===== config.mk =====
export PLATFORM = sky130hd
export DESIGN_NAME = serial_adapter
export DESIGN_NICKNAME = d
export VERILOG_FILES = /design/src/rtl/sa_pkg.sv /design/src/rtl/sa_tick_gen.sv /design/src/rtl/sa_tx_unit.sv /design/src/rtl/sa_rx_unit.sv /design/src/rtl/serial_adapter.sv
export SDC_FILE = /design/constraint.sdc
export NUM_CORES = 1
export LEC_CHECK = 0
export CORE_MARGIN = 4
export CORE_UTILIZATION = 30
export CTS_BUF_LIST = sky130_fd_sc_hd__clkbuf_4 sky130_fd_sc_hd__clkbuf_8 sky130_fd_sc_hd__clkbuf_16
export DETAILED_ROUTE_END_ITERATION = 6
export GPL_ROUTABILITY_DRIVEN = 0
export PLACE_DENSITY = 0.44
export SYNTH_ARGS = -nofsm -noshare
export SYNTH_HDL_FRONTEND = slang
export SYNTH_SLANG_ARGS = --single-unit

===== constraint.sdc =====
create_clock -name clk -period 2.7 [get_ports clk]
set_input_delay 0.405 -clock clk [delete_from_list [all_inputs] [get_ports clk]]
set_output_delay 0.405 -clock clk [all_outputs]
set_load 0.01 [all_outputs]

===== src/rtl/sa_pkg.sv =====
package sa_pkg;

  localparam int unsigned OVERSAMPLE = 16;

  localparam int unsigned ST_RX_FULL  = 0;
  localparam int unsigned ST_TX_EMPTY = 1;
  localparam int unsigned ST_OVERRUN  = 5;
  localparam int unsigned ST_IRQ      = 7;

  typedef enum logic [1:0] {
    RX_IDLE  = 2'd0,
    RX_START = 2'd1,
    RX_DATA  = 2'd2
  } rx_state_e;

endpackage


===== src/rtl/sa_tick_gen.sv =====
module sa_tick_gen #(
  parameter int unsigned DIV = 4
) (
  input  logic clk,
  input  logic rst_n,
  input  logic clear,
  output logic tick
);
  localparam int unsigned W = (DIV > 1) ? $clog2(DIV) : 1;
  localparam logic [W-1:0] LAST = W'(DIV - 1);

  logic [W-1:0] cnt_q, cnt_d;

  assign tick = (cnt_q == LAST);

  always_comb begin
    if (clear || tick) cnt_d = '0;
    else               cnt_d = cnt_q + 1'b1;
  end

  always_ff @(posedge clk or negedge rst_n) begin
    if (!rst_n) cnt_q <= '0;
    else        cnt_q <= cnt_d;
  end

endmodule


===== src/rtl/sa_tx_unit.sv =====
module sa_tx_unit
  import sa_pkg::*;
#(
  parameter int unsigned DATA_BITS = 8,
  parameter int unsigned TICK_DIV  = 4
) (
  input  logic                 clk,
  input  logic                 rst_n,
  input  logic                 soft_rst,
  input  logic                 wr_data,
  input  logic [DATA_BITS-1:0] wdata,
  output logic                 tx_line,
  output logic                 hold_empty
);
  localparam int unsigned FRAME = DATA_BITS + 2;
  localparam int unsigned CW    = $clog2(FRAME);
  localparam int unsigned TW    = $clog2(OVERSAMPLE);
  localparam logic [CW-1:0] LAST_BIT  = CW'(FRAME - 1);
  localparam logic [TW-1:0] LAST_TICK = TW'(OVERSAMPLE - 1);

  logic [DATA_BITS-1:0] hold_q, hold_d;
  logic                 full_q, full_d;
  logic [FRAME-1:0]     sh_q, sh_d;
  logic                 busy_q, busy_d;
  logic [CW-1:0]        bitn_q, bitn_d;
  logic [TW-1:0]        tcnt_q, tcnt_d;
  logic                 load, tick;

  assign load = full_q && !busy_q && !soft_rst;

  sa_tick_gen #(.DIV(TICK_DIV)) u_tick (
    .clk   (clk),
    .rst_n (rst_n),
    .clear (load || soft_rst),
    .tick  (tick)
  );

  always_comb begin
    hold_d = hold_q;
    full_d = full_q;
    sh_d   = sh_q;
    busy_d = busy_q;
    bitn_d = bitn_q;
    tcnt_d = tcnt_q;
    if (soft_rst) begin
      hold_d = '0;
      full_d = 1'b0;
      sh_d   = '1;
      busy_d = 1'b0;
      bitn_d = '0;
      tcnt_d = '0;
    end else begin
      if (load) begin
        sh_d   = {1'b1, hold_q, 1'b0};
        busy_d = 1'b1;
        bitn_d = '0;
        tcnt_d = '0;
        full_d = 1'b0;
      end else if (busy_q && tick) begin
        if (tcnt_q == LAST_TICK) begin
          tcnt_d = '0;
          sh_d   = {1'b1, sh_q[FRAME-1:1]};
          bitn_d = bitn_q + 1'b1;
          if (bitn_q == LAST_BIT) busy_d = 1'b0;
        end else begin
          tcnt_d = tcnt_q + 1'b1;
        end
      end
      if (wr_data) begin
        hold_d = wdata;
        full_d = 1'b1;
      end
    end
  end

  always_ff @(posedge clk or negedge rst_n) begin
    if (!rst_n) begin
      hold_q <= '0;
      full_q <= 1'b0;
      sh_q   <= '1;
      busy_q <= 1'b0;
      bitn_q <= '0;
      tcnt_q <= '0;
    end else begin
      hold_q <= hold_d;
      full_q <= full_d;
      sh_q   <= sh_d;
      busy_q <= busy_d;
      bitn_q <= bitn_d;
      tcnt_q <= tcnt_d;
    end
  end

  assign tx_line    = sh_q[0];
  assign hold_empty = !full_q;

  // an idle shifter keeps the line high
  p_idle_high_r5: assert property (@(posedge clk) disable iff (!rst_n)
    !busy_q |-> tx_line);
  // a load puts the start bit on the line
  p_start_low_r5: assert property (@(posedge clk) disable iff (!rst_n)
    load |=> !tx_line);
  // a load without a fresh write empties the holding register
  p_load_empties_r4: assert property (@(posedge clk) disable iff (!rst_n)
    (load && !wr_data) |=> (busy_q && !full_q));

endmodule


===== src/rtl/sa_rx_unit.sv =====
module sa_rx_unit
  import sa_pkg::*;
#(
  parameter int unsigned DATA_BITS = 8,
  parameter int unsigned TICK_DIV  = 4
) (
  input  logic                 clk,
  input  logic                 rst_n,
  input  logic                 soft_rst,
  input  logic                 rx_line,
  output logic                 done,
  output logic [DATA_BITS-1:0] char_out
);
  localparam int unsigned SAMPLES = DATA_BITS + 1;
  localparam int unsigned NW      = $clog2(SAMPLES + 1);
  localparam int unsigned TW      = $clog2(OVERSAMPLE);
  localparam logic [NW-1:0] LAST_N    = NW'(SAMPLES - 1);
  localparam logic [TW-1:0] LAST_TICK = TW'(OVERSAMPLE - 1);
  localparam logic [TW-1:0] HALF_TICK = TW'(OVERSAMPLE / 2 - 1);

  logic                 s1_q, s2_q, prev_q;
  rx_state_e            state_q, state_d;
  logic [TW-1:0]        tcnt_q, tcnt_d;
  logic [NW-1:0]        nbits_q, nbits_d;
  logic [DATA_BITS-1:0] data_q, data_d;
  logic                 done_q, done_d;
  logic                 tick;

  sa_tick_gen #(.DIV(TICK_DIV)) u_tick (
    .clk   (clk),
    .rst_n (rst_n),
    .clear ((state_q == RX_IDLE) || soft_rst),
    .tick  (tick)
  );

  always_comb begin
    state_d = state_q;
    tcnt_d  = tcnt_q;
    nbits_d = nbits_q;
    data_d  = data_q;
    done_d  = 1'b0;
    if (soft_rst) begin
      state_d = RX_IDLE;
      tcnt_d  = '0;
      nbits_d = '0;
      data_d  = '0;
    end else begin
      case (state_q)
        RX_IDLE: begin
          if (prev_q && !s2_q) begin
            state_d = RX_START;
            tcnt_d  = '0;
          end
        end
        RX_START: begin
          if (tick) begin
            if (tcnt_q == HALF_TICK) begin
              tcnt_d  = '0;
              nbits_d = '0;
              state_d = s2_q ? RX_IDLE : RX_DATA;
            end else begin
              tcnt_d = tcnt_q + 1'b1;
            end
          end
        end
        RX_DATA: begin
          if (tick) begin
            if (tcnt_q == LAST_TICK) begin
              tcnt_d = '0;
              if (nbits_q == LAST_N) begin
                done_d  = 1'b1;
                state_d = RX_IDLE;
              end else begin
                data_d  = {s2_q, data_q[DATA_BITS-1:1]};
                nbits_d = nbits_q + 1'b1;
              end
            end else begin
              tcnt_d = tcnt_q + 1'b1;
            end
          end
        end
        default: state_d = RX_IDLE;
      endcase
    end
  end

  always_ff @(posedge clk or negedge rst_n) begin
    if (!rst_n) begin
      s1_q    <= 1'b1;
      s2_q    <= 1'b1;
      prev_q  <= 1'b1;
      state_q <= RX_IDLE;
      tcnt_q  <= '0;
      nbits_q <= '0;
      data_q  <= '0;
      done_q  <= 1'b0;
    end else begin
      s1_q    <= rx_line;
      s2_q    <= s1_q;
      prev_q  <= s2_q;
      state_q <= state_d;
      tcnt_q  <= tcnt_d;
      nbits_q <= nbits_d;
      data_q  <= data_d;
      done_q  <= done_d;
    end
  end

  assign done     = done_q;
  assign char_out = data_q;

  // a start bit found high at its centre returns to idle without a frame
  p_glitch_abort_r7: assert property (@(posedge clk) disable iff (!rst_n)
    (state_q == RX_START && tick && tcnt_q == HALF_TICK && s2_q && !soft_rst)
      |=> (state_q == RX_IDLE && !done_q));
  // frame completion is a single-cycle pulse
  p_done_pulse_r6: assert property (@(posedge clk) disable iff (!rst_n)
    done_q |=> !done_q);

endmodule


===== src/rtl/serial_adapter.sv =====
module serial_adapter
  import sa_pkg::*;
#(
  parameter int unsigned TICK_DIV = 4
) (
  input  logic       clk,
  input  logic       arst_n,
  input  logic       bus_addr,
  input  logic       bus_wr,
  input  logic       bus_rd,
  input  logic [7:0] bus_wdata,
  output logic [7:0] bus_rdata,
  input  logic       rx_in,
  output logic       tx_out,
  output logic       rts_n,
  output logic       irq
);
  localparam int unsigned DATA_BITS = 8;

  logic rs1_q, rs2_q, rst_n;

  always_ff @(posedge clk or negedge arst_n) begin
    if (!arst_n) begin
      rs1_q <= 1'b0;
      rs2_q <= 1'b0;
    end else begin
      rs1_q <= 1'b1;
      rs2_q <= rs1_q;
    end
  end
  assign rst_n = rs2_q;

  logic wr_ctrl, wr_data, rd_data, soft_rst;
  assign wr_ctrl  = bus_wr && !bus_addr;
  assign wr_data  = bus_wr &&  bus_addr;
  assign rd_data  = bus_rd &&  bus_addr;
  assign soft_rst = wr_ctrl && (bus_wdata[1:0] == 2'b11);

  logic                 tx_empty, rx_done;
  logic [DATA_BITS-1:0] rx_char;

  sa_tx_unit #(.DATA_BITS(DATA_BITS), .TICK_DIV(TICK_DIV)) u_tx (
    .clk        (clk),
    .rst_n      (rst_n),
    .soft_rst   (soft_rst),
    .wr_data    (wr_data),
    .wdata      (bus_wdata),
    .tx_line    (tx_out),
    .hold_empty (tx_empty)
  );

  sa_rx_unit #(.DATA_BITS(DATA_BITS), .TICK_DIV(TICK_DIV)) u_rx (
    .clk      (clk),
    .rst_n    (rst_n),
    .soft_rst (soft_rst),
    .rx_line  (rx_in),
    .done     (rx_done),
    .char_out (rx_char)
  );

  logic                 rx_ie_q, rx_ie_d;
  logic                 tx_ie_q, tx_ie_d;
  logic                 rts_n_q, rts_n_d;
  logic                 rx_full_q, rx_full_d;
  logic                 ovr_q, ovr_d;
  logic [DATA_BITS-1:0] rx_buf_q, rx_buf_d;

  always_comb begin
    rx_ie_d   = rx_ie_q;
    tx_ie_d   = tx_ie_q;
    rts_n_d   = rts_n_q;
    rx_full_d = rx_full_q;
    ovr_d     = ovr_q;
    rx_buf_d  = rx_buf_q;
    if (soft_rst) begin
      rx_ie_d   = 1'b0;
      tx_ie_d   = 1'b0;
      rts_n_d   = 1'b1;
      rx_full_d = 1'b0;
      ovr_d     = 1'b0;
      rx_buf_d  = '0;
    end else begin
      if (wr_ctrl) begin
        rx_ie_d = bus_wdata[7];
        case (bus_wdata[6:5])
          2'b01:   begin tx_ie_d = 1'b1; rts_n_d = 1'b0; end
          2'b10:   begin tx_ie_d = 1'b0; rts_n_d = 1'b1; end
          default: begin tx_ie_d = 1'b0; rts_n_d = 1'b0; end
        endcase
      end
      if (rd_data) begin
        rx_full_d = 1'b0;
        ovr_d     = 1'b0;
      end
      if (rx_done) begin
        rx_buf_d  = rx_char;
        rx_full_d = 1'b1;
        if (rx_full_q && !rd_data) ovr_d = 1'b1;
      end
    end
  end

  always_ff @(posedge clk or negedge rst_n) begin
    if (!rst_n) begin
      rx_ie_q   <= 1'b0;
      tx_ie_q   <= 1'b0;
      rts_n_q   <= 1'b1;
      rx_full_q <= 1'b0;
      ovr_q     <= 1'b0;
      rx_buf_q  <= '0;
    end else begin
      rx_ie_q   <= rx_ie_d;
      tx_ie_q   <= tx_ie_d;
      rts_n_q   <= rts_n_d;
      rx_full_q <= rx_full_d;
      ovr_q     <= ovr_d;
      rx_buf_q  <= rx_buf_d;
    end
  end

  logic [7:0] status;
  always_comb begin
    status              = '0;
    status[ST_RX_FULL]  = rx_full_q;
    status[ST_TX_EMPTY] = tx_empty;
    status[ST_OVERRUN]  = ovr_q;
    status[ST_IRQ]      = irq;
  end

  assign irq       = (rx_ie_q && (rx_full_q || ovr_q)) || (tx_ie_q && tx_empty);
  assign rts_n     = rts_n_q;
  assign bus_rdata = bus_addr ? rx_buf_q : status;

  // soft reset returns the line, handshake and interrupt to idle
  p_soft_reset_r3: assert property (@(posedge clk) disable iff (!rst_n)
    soft_rst |=> (tx_out && rts_n && !irq && !rx_full_q && !ovr_q));
  // completion onto an unread buffer latches overrun
  p_overrun_set_r8: assert property (@(posedge clk) disable iff (!rst_n)
    (rx_done && rx_full_q && !rd_data && !soft_rst) |=> ovr_q);
  // a data read with no competing completion empties the buffer
  p_read_clears_r9: assert property (@(posedge clk) disable iff (!rst_n)
    (rd_data && !rx_done) |=> (!rx_full_q && !ovr_q));
  // read and completion in one cycle keep the buffer full, no overrun
  p_read_meets_frame_r12: assert property (@(posedge clk) disable iff (!rst_n)
    (rd_data && rx_done && !soft_rst) |=> (rx_full_q && !ovr_q));
  // with both enables off the request stays low
  p_irq_gated_r10: assert property (@(posedge clk) disable iff (!rst_n)
    (!rx_ie_q && !tx_ie_q) |-> !irq);
  // configuration 10 in bits 6:5 raises the handshake and drops transmit enable
  p_rts_high_r11: assert property (@(posedge clk) disable iff (!rst_n)
    (wr_ctrl && !soft_rst && bus_wdata[6:5] == 2'b10) |=> (rts_n && !tx_ie_q));

endmodule


==> run_results.csv, run 1 <==
group,metric,value,unit
synthesis,syn_area,3320,sq um
route,drtIter0Drc,64,
power,irDropWorstVdd,248,uV
power,power.density,790,nW/um^2
setup_path,ff2ff_setup_slack,0.72,ns
floorplanning,die_y,113,um
clocking,cts_buffer_depth,2,
layout,drive_above_1_share,17.8,%
route,wire_per_inst,14.3,um
timing,drv_slew,0,
route,drt-total-wl,6990,um
clocking,htree_levels,3,
timing,finalCritPeriodShare,91.1,%
layout,syn_to_final_growth,19.5,%
setup_path,slowest_stage,"clkdlybuf4s50_1",
timing,max_freq,0.407,GHz
power,seqPwrFrac,43.6,%
layout,fillCellCount,1107,
timing,hold_violations,0,
clocking,clock-sinks,68,
clocking,cts-root-buf,"clkbuf_8",
timing,relSlewSlack,43.2,%
synthesis,synth_flop_cell,"dfrtp_1",
clocking,postCtsHoldBufs,0,
setup_path,reg2regPathDepth,6,
floorplanning,num_rows,38,
setup_path,cp_num_cells,3,
synthesis,synth_edf_count,0,
setup_path,critPathBufInv,2,
floorplanning,die_area,12800,sq um
power,p_leak,1.64,nW
setup_path,crit_start,"bus_addr",
timing,rsz0062_at_grt,"false",
power,clkPwrFrac,34.0,%
synthesis,synth.distinct_cells,55,
outcome,status,"finished, final reports clean",
power,p_sw,0.906,mW
setup_path,max_stage_delay,0.77,ns
setup_path,start_kind,"primary input",
setup_path,cp_max_fo,12,
timing,finalCriticalPeriod,2.46,ns
floorplanning,initial_utilization,30.7,%
route,ant_nets,0,
run,cap_violations,0,
route,via_per_inst,4.74,
placement,dpl.hpwl,4640,um
clocking,insertion_delay,0.34,ns
power,comb_power_share,22.5,%
floorplanning,io_pins,25,
synthesis,yosys.area.top_type,"dfrtp_1",
setup_path,worstPathArrival,2.05,ns
clocking,cts_tree,"yes",
clocking,numCtsBuffers,9,
placement,numPortBuffers,24,
synthesis,yosys_warnings,0,
synthesis,synth_top_cell_area_share,41.4,%
hold_path,hp-class,"in2async",
setup_path,r2r_end,"u_rx.char_out[0]",
layout,final_common_cell,"dfrtp_1",
synthesis,synth-async-reset-ratio,100,%
clocking,cts_resized,0,
grt,grt_pass1_wl,11700,um
setup_path,endpoint_kind,"output pin",
setup_path,crit_top_cell,"clkdlybuf4s50_1",
setup_path,cp_cell_sequence,"clkdlybuf4s50_1 -> mux2_2 -> clkdlybuf4s50_1",
setup_path,crit_family,"buffers and inverters",
timing,fin_tns_setup,0,ns
route,route.detailed.drc,0,
timing,skew,0.00549,ns
setup_path,required,2.30,ns
grt,grt_usage,11.5,%
setup_path,rr_startpoint,"u_rx.state_q[0]",
layout,finish.net_count,368,
clocking,clkTransAtPathRegs,0.08,ns
grt,grt_start_max_net_pins,67,
clocking,post_cts_buffers,0,
synthesis,synth_seq_cells,68,
layout,utilization,36.6,%
grt,grt_antenna_before_repair,0,
grt,first_global_vias,2309,
power,internal_power,2.23,mW
route,via_count,2314,
synthesis,seq_area_frac_synth,51.7,%
grt,grt_remaining_overflow,0,
synthesis,synth.avg_cell_area,10.5,sq um
timing,tightest_slew,0.852,ns
synthesis,syn_nets,341,
layout,final_cell_mix,"dfrtp_1, nand2_1, mux2i_1, clkdlybuf4s50_1, nor2_1",
floorplanning,die_w,113,um
floorplanning,coreArea,10800,sq um
setup_path,critical_path_class,"in2out",
route,drt_first_pass_iters,4,
synthesis,synth_cells,316,
power,swShare,28.9,%
synthesis,synthTopCellsByArea,"dfrtp_1, dfstp_2, mux2i_1",
layout,diodes,0,
timing,setup_viol,0,
-- area by class of cell --
| type | count | area, sq um | area share [%] |
|---|---|---|---|
| Clock inverter | 5 | 106 | 2.68 |
| Inverter | 10 | 37.5 | 0.945 |
| Sequential cell | 68 | 1720 | 43.3 |
| Multi-Input combinational cell | 223 | 1480 | 37.2 |
| Tap cell | 140 | 175 | 4.41 |
| Timing Repair Buffer | 31 | 305 | 7.69 |
| Clock buffer | 11 | 151 | 3.81 |
-- flip-flops by register name, summed over array words and instances (netlist names), 4 cells and up --
signal and cells:
u_tx.sh_q 9, rx_buf_q 8, u_rx.char_out 8, u_tx.hold_q 8, u_rx.nbits_q 4, u_rx.tcnt_q 4, u_tx.bitn_q 4, u_tx.tcnt_q 4
-- cell usage after synthesis (5+ instances only) --
cell type,number
dfrtp_1,55
nand2_1,32
mux2i_1,25
nor2_1,21
a21oi_1,20
o21ai_0,19
dfstp_2,13
nor3_1,12
ha_1,11
inv_1,10
nand3_1,10
nor2_2,10
and2_1,5
buf_2,5
clkbuf_1,5
nand2b_1,5
-- worst max path at each step --
stage	end
6_report	bus_rdata[5]
5_1_grt	bus_rdata[7]
4_1_cts	bus_rdata[5]
3_5_place_dp	bus_rdata[5]
3_3_place_gp	bus_rdata[0]
2_1_floorplan	ovr_q
-- power groups by stage --
stage                     logic, mW  registers [mW]  clock network (mW)
after floorplan               0.540            1.37                   0
after global placement        0.710            1.38                   0
after global routing          0.803            1.39                1.14
final                         0.705            1.37                1.06
after CTS                     0.720            1.37                1.10
after detailed placement      0.717            1.39                   0
-- cells by family (layout without fill, tap and decap cells) --
logic type               Yosys count  after routing  synth area share, %
other                              1              1                0.113
XOR/XNOR                           4              4                 1.05
flip-flops                        68             68                 51.7
AO/OA/AOI/OAI                     57             57                 10.7
multiplexers                      28             28                 8.54
buffers and inverters             25             57                 3.91
adder cells (fa/ha/maj)           11             11                 4.14
AND/OR/NAND/NOR                  122            122                 19.9
-- through the flow --
| stage | cell area [sq um] | cells | hold WS, ns | setup slack, ns | total power [mW] |
|---|---|---|---|---|---|
| after floorplan | 3320 | 316 | 0.109 | 0.689 | 1.91 |
| after global placement | 3710 | 472 | 0.341 | 0.206 | 2.09 |
| after detailed placement | 3710 | 472 | 0.346 | 0.199 | 2.10 |
| after CTS | 3970 | 488 | 0.201 | 0.192 | 3.19 |
| after global routing | 3970 | 488 | 0.188 | 0.125 | 3.34 |
| final | 3970 | 488 | 0.215 | 0.240 | 3.14 |
-- layer usage --
metal  up-vias  share of wire, %  global-route usage, %
li1       1166                 -                      -
met1      1115                48                   14.9
met2        27                47                   18.4
met3         6               3.5                   4.17
met4         0               1.0                   2.64
met5         -                 0                      0
(Power assumes the default switching activity.)
==> run 2, diff against run 1 <==
Settings changed: DONT_BUFFER_PORTS set to 1, PLACE_DENSITY 0.44 to 0.42.
==> run 2 against run 1 <==
Core utilization is 3.2 points lower. Clock skew grew 0.0025 ns. First-iteration DRC count grew 73%. Critical path type is now reg2out. Register-to-register slack gained 0.04 ns. Hold slack got worse by 0.16 ns.
==> run_results.csv, run 2 (synthesized netlist as in run 1, its figures left out) <==
group,metric,value,unit
layout,diodes,0,
clocking,clkTransAtPathRegs,0.07,ns
route,via_per_inst,4.83,
route,via_count,2226,
setup_path,endpoint_kind,"output pin",
run,cap_violations,0,
clocking,postCtsHoldBufs,1,
route,drt-total-wl,6910,um
grt,grt_remaining_overflow,0,
layout,multiInputGateArea,1480,sq um
setup_path,required,2.30,ns
floorplanning,num_rows,38,
layout,final_common_cell,"dfrtp_1",
route,drt_first_pass_iters,6,
placement,dpl.hpwl,4620,um
route,ant_nets,0,
timing,relSlewSlack,53.5,%
power,power.density,762,nW/um^2
power,p_leak,1.50,nW
layout,stdcell_count,461,
grt,grt_pass1_wl,11700,um
power,p_total,2.76,mW
floorplanning,initial_utilization,30.7,%
power,irDropWorstVdd,524,uV
hold_path,hp-class,"in2reg",
route,route.detailed.drc,0,
clocking,cts_buffer_depth,2,
grt,first_global_vias,2233,
clocking,insertion_delay,0.34,ns
floorplanning,io_pins,25,
placement,numPortBuffers,0,
grt,grt_usage,11.5,%
placement,placedCellCount,444,
timing,finalCritPeriodShare,72.0,%
timing,drv_slew,0,
clocking,htree_levels,3,
layout,regArea,1720,sq um
floorplanning,die_y,113,um
clocking,cts_resized,0,
clocking,post_cts_buffers,0,
grt,grt_start_max_net_pins,52,
timing,rsz0062_at_grt,"false",
layout,utilization,33.4,%
clocking,cts-root-buf,"clkbuf_8",
layout,fillCellCount,1128,
route,drtIter0Drc,111,
setup_path,critical_path_class,"reg2out",
timing,skew,0.00800,ns
grt,grt_antenna_before_repair,0,
timing,max_freq,0.515,GHz
setup_path,worstPathArrival,1.54,ns
clocking,cts_tree,"yes",
layout,drive_above_1_share,18.1,%
layout,final_cell_mix,"dfrtp_1, nand2_1, mux2i_1, nor2_1, a21oi_1",
timing,finalCriticalPeriod,1.94,ns
timing,fin_ws,0.756,ns
timing,setup_viol,0,
clocking,numCtsBuffers,9,
floorplanning,die_area,12800,sq um
layout,regMostFlops,"u_tx.sh_q",
route,wire_per_inst,15.0,um
layout,syn_to_final_growth,9.07,%
layout,finish.net_count,341,
setup_path,start_kind,"flop",
floorplanning,die_w,113,um
layout,largest_reg_flops,9,
timing,tightest_slew,0.697,ns
timing,fin_tns_setup,0,ns
outcome,status,"finished, final reports clean",
floorplanning,coreArea,10800,sq um
setup_path,cp_max_fo,5,
placement,place_ws,0.761,ns
timing,hold_violations,0,
clocking,clock-sinks,68,
==> run 2: cell types whose count changed in the layout (fill, tap and decap cells not counted) <==
| cell | change |
|---|---|
| clkinv_2 | +4 |
| buf_4 | -4 |
| clkdlybuf4s50_1 | -24 |
| inv_6 | -1 |
| clkbuf_4 | +1 |
| dlygate4sd3_1 | +1 |
| clkbuf_8 | -1 |
| bufinv_16 | -3 |
==> run 2: layout make-up <==
class	count	share of cell area (%)
clock buffer	11	4.00
timing repair buffer	4	1.24
clock inverter	5	0.759
inverter	10	1.04
sequential	68	47.4
tap	140	4.83
multi-input combinational	223	40.7
==> run 2: power by group <==
| part | switching [mW] | internal [mW] | leakage, nW | total, mW |
|---|---|---|---|---|
| Combinational | 0.362 | 0.273 | 0.538 | 0.635 |
| Clock | 0.389 | 0.362 | 0.0923 | 0.751 |
| Sequential | 0.134 | 1.24 | 0.869 | 1.38 |
| Total | 0.885 | 1.88 | 1.50 | 2.76 |
==> run 2: worst max-delay path: stages (launching register included) <==
cell	delay [ns]
dfrtp_1	0.43
o21ai_0	0.47
mux2_2	0.30
==> run 2: layer usage <==
| layer | global-route usage [%] | share of wire (%) | up-vias |
|---|---|---|---|
| met4 | 4.49 | 1.6 | 0 |
| met3 | 3.85 | 3.7 | 8 |
| met5 | 0 | 0 | - |
| met1 | 15.2 | 49 | 1080 |
| li1 | - | - | 1105 |
| met2 | 17.5 | 46 | 33 |
==> run 2: final timing paths <==
kind / start / to / slack (ns) / cells past startpoint
worst min register to register: rs2_q / rx_buf_q[6] / 0.18 / 0
min in group asynchronous: rs2_q / rx_buf_q[6] / 0.18 / 0
worst max register to register: u_rx.state_q[0] / u_rx.char_out[6] / 0.76 / 6
worst max-delay path: u_tx.full_q / bus_rdata[7] / 0.76 / 2
max in group asynchronous: rs2_q / u_tx.sh_q[5] / 1.86 / 1
worst min-delay path: rx_in / u_rx.s1_q / 0.05 / 0
==> run 2: through the flow <==
stage	instance area (sq um)	hold WS, ns
after floorplan	3320	0.109
after global placement	3440	0.109
after detailed placement	3440	0.109
after CTS	3630	0.0244
after global routing	3630	0.0172
final	3630	0.0521
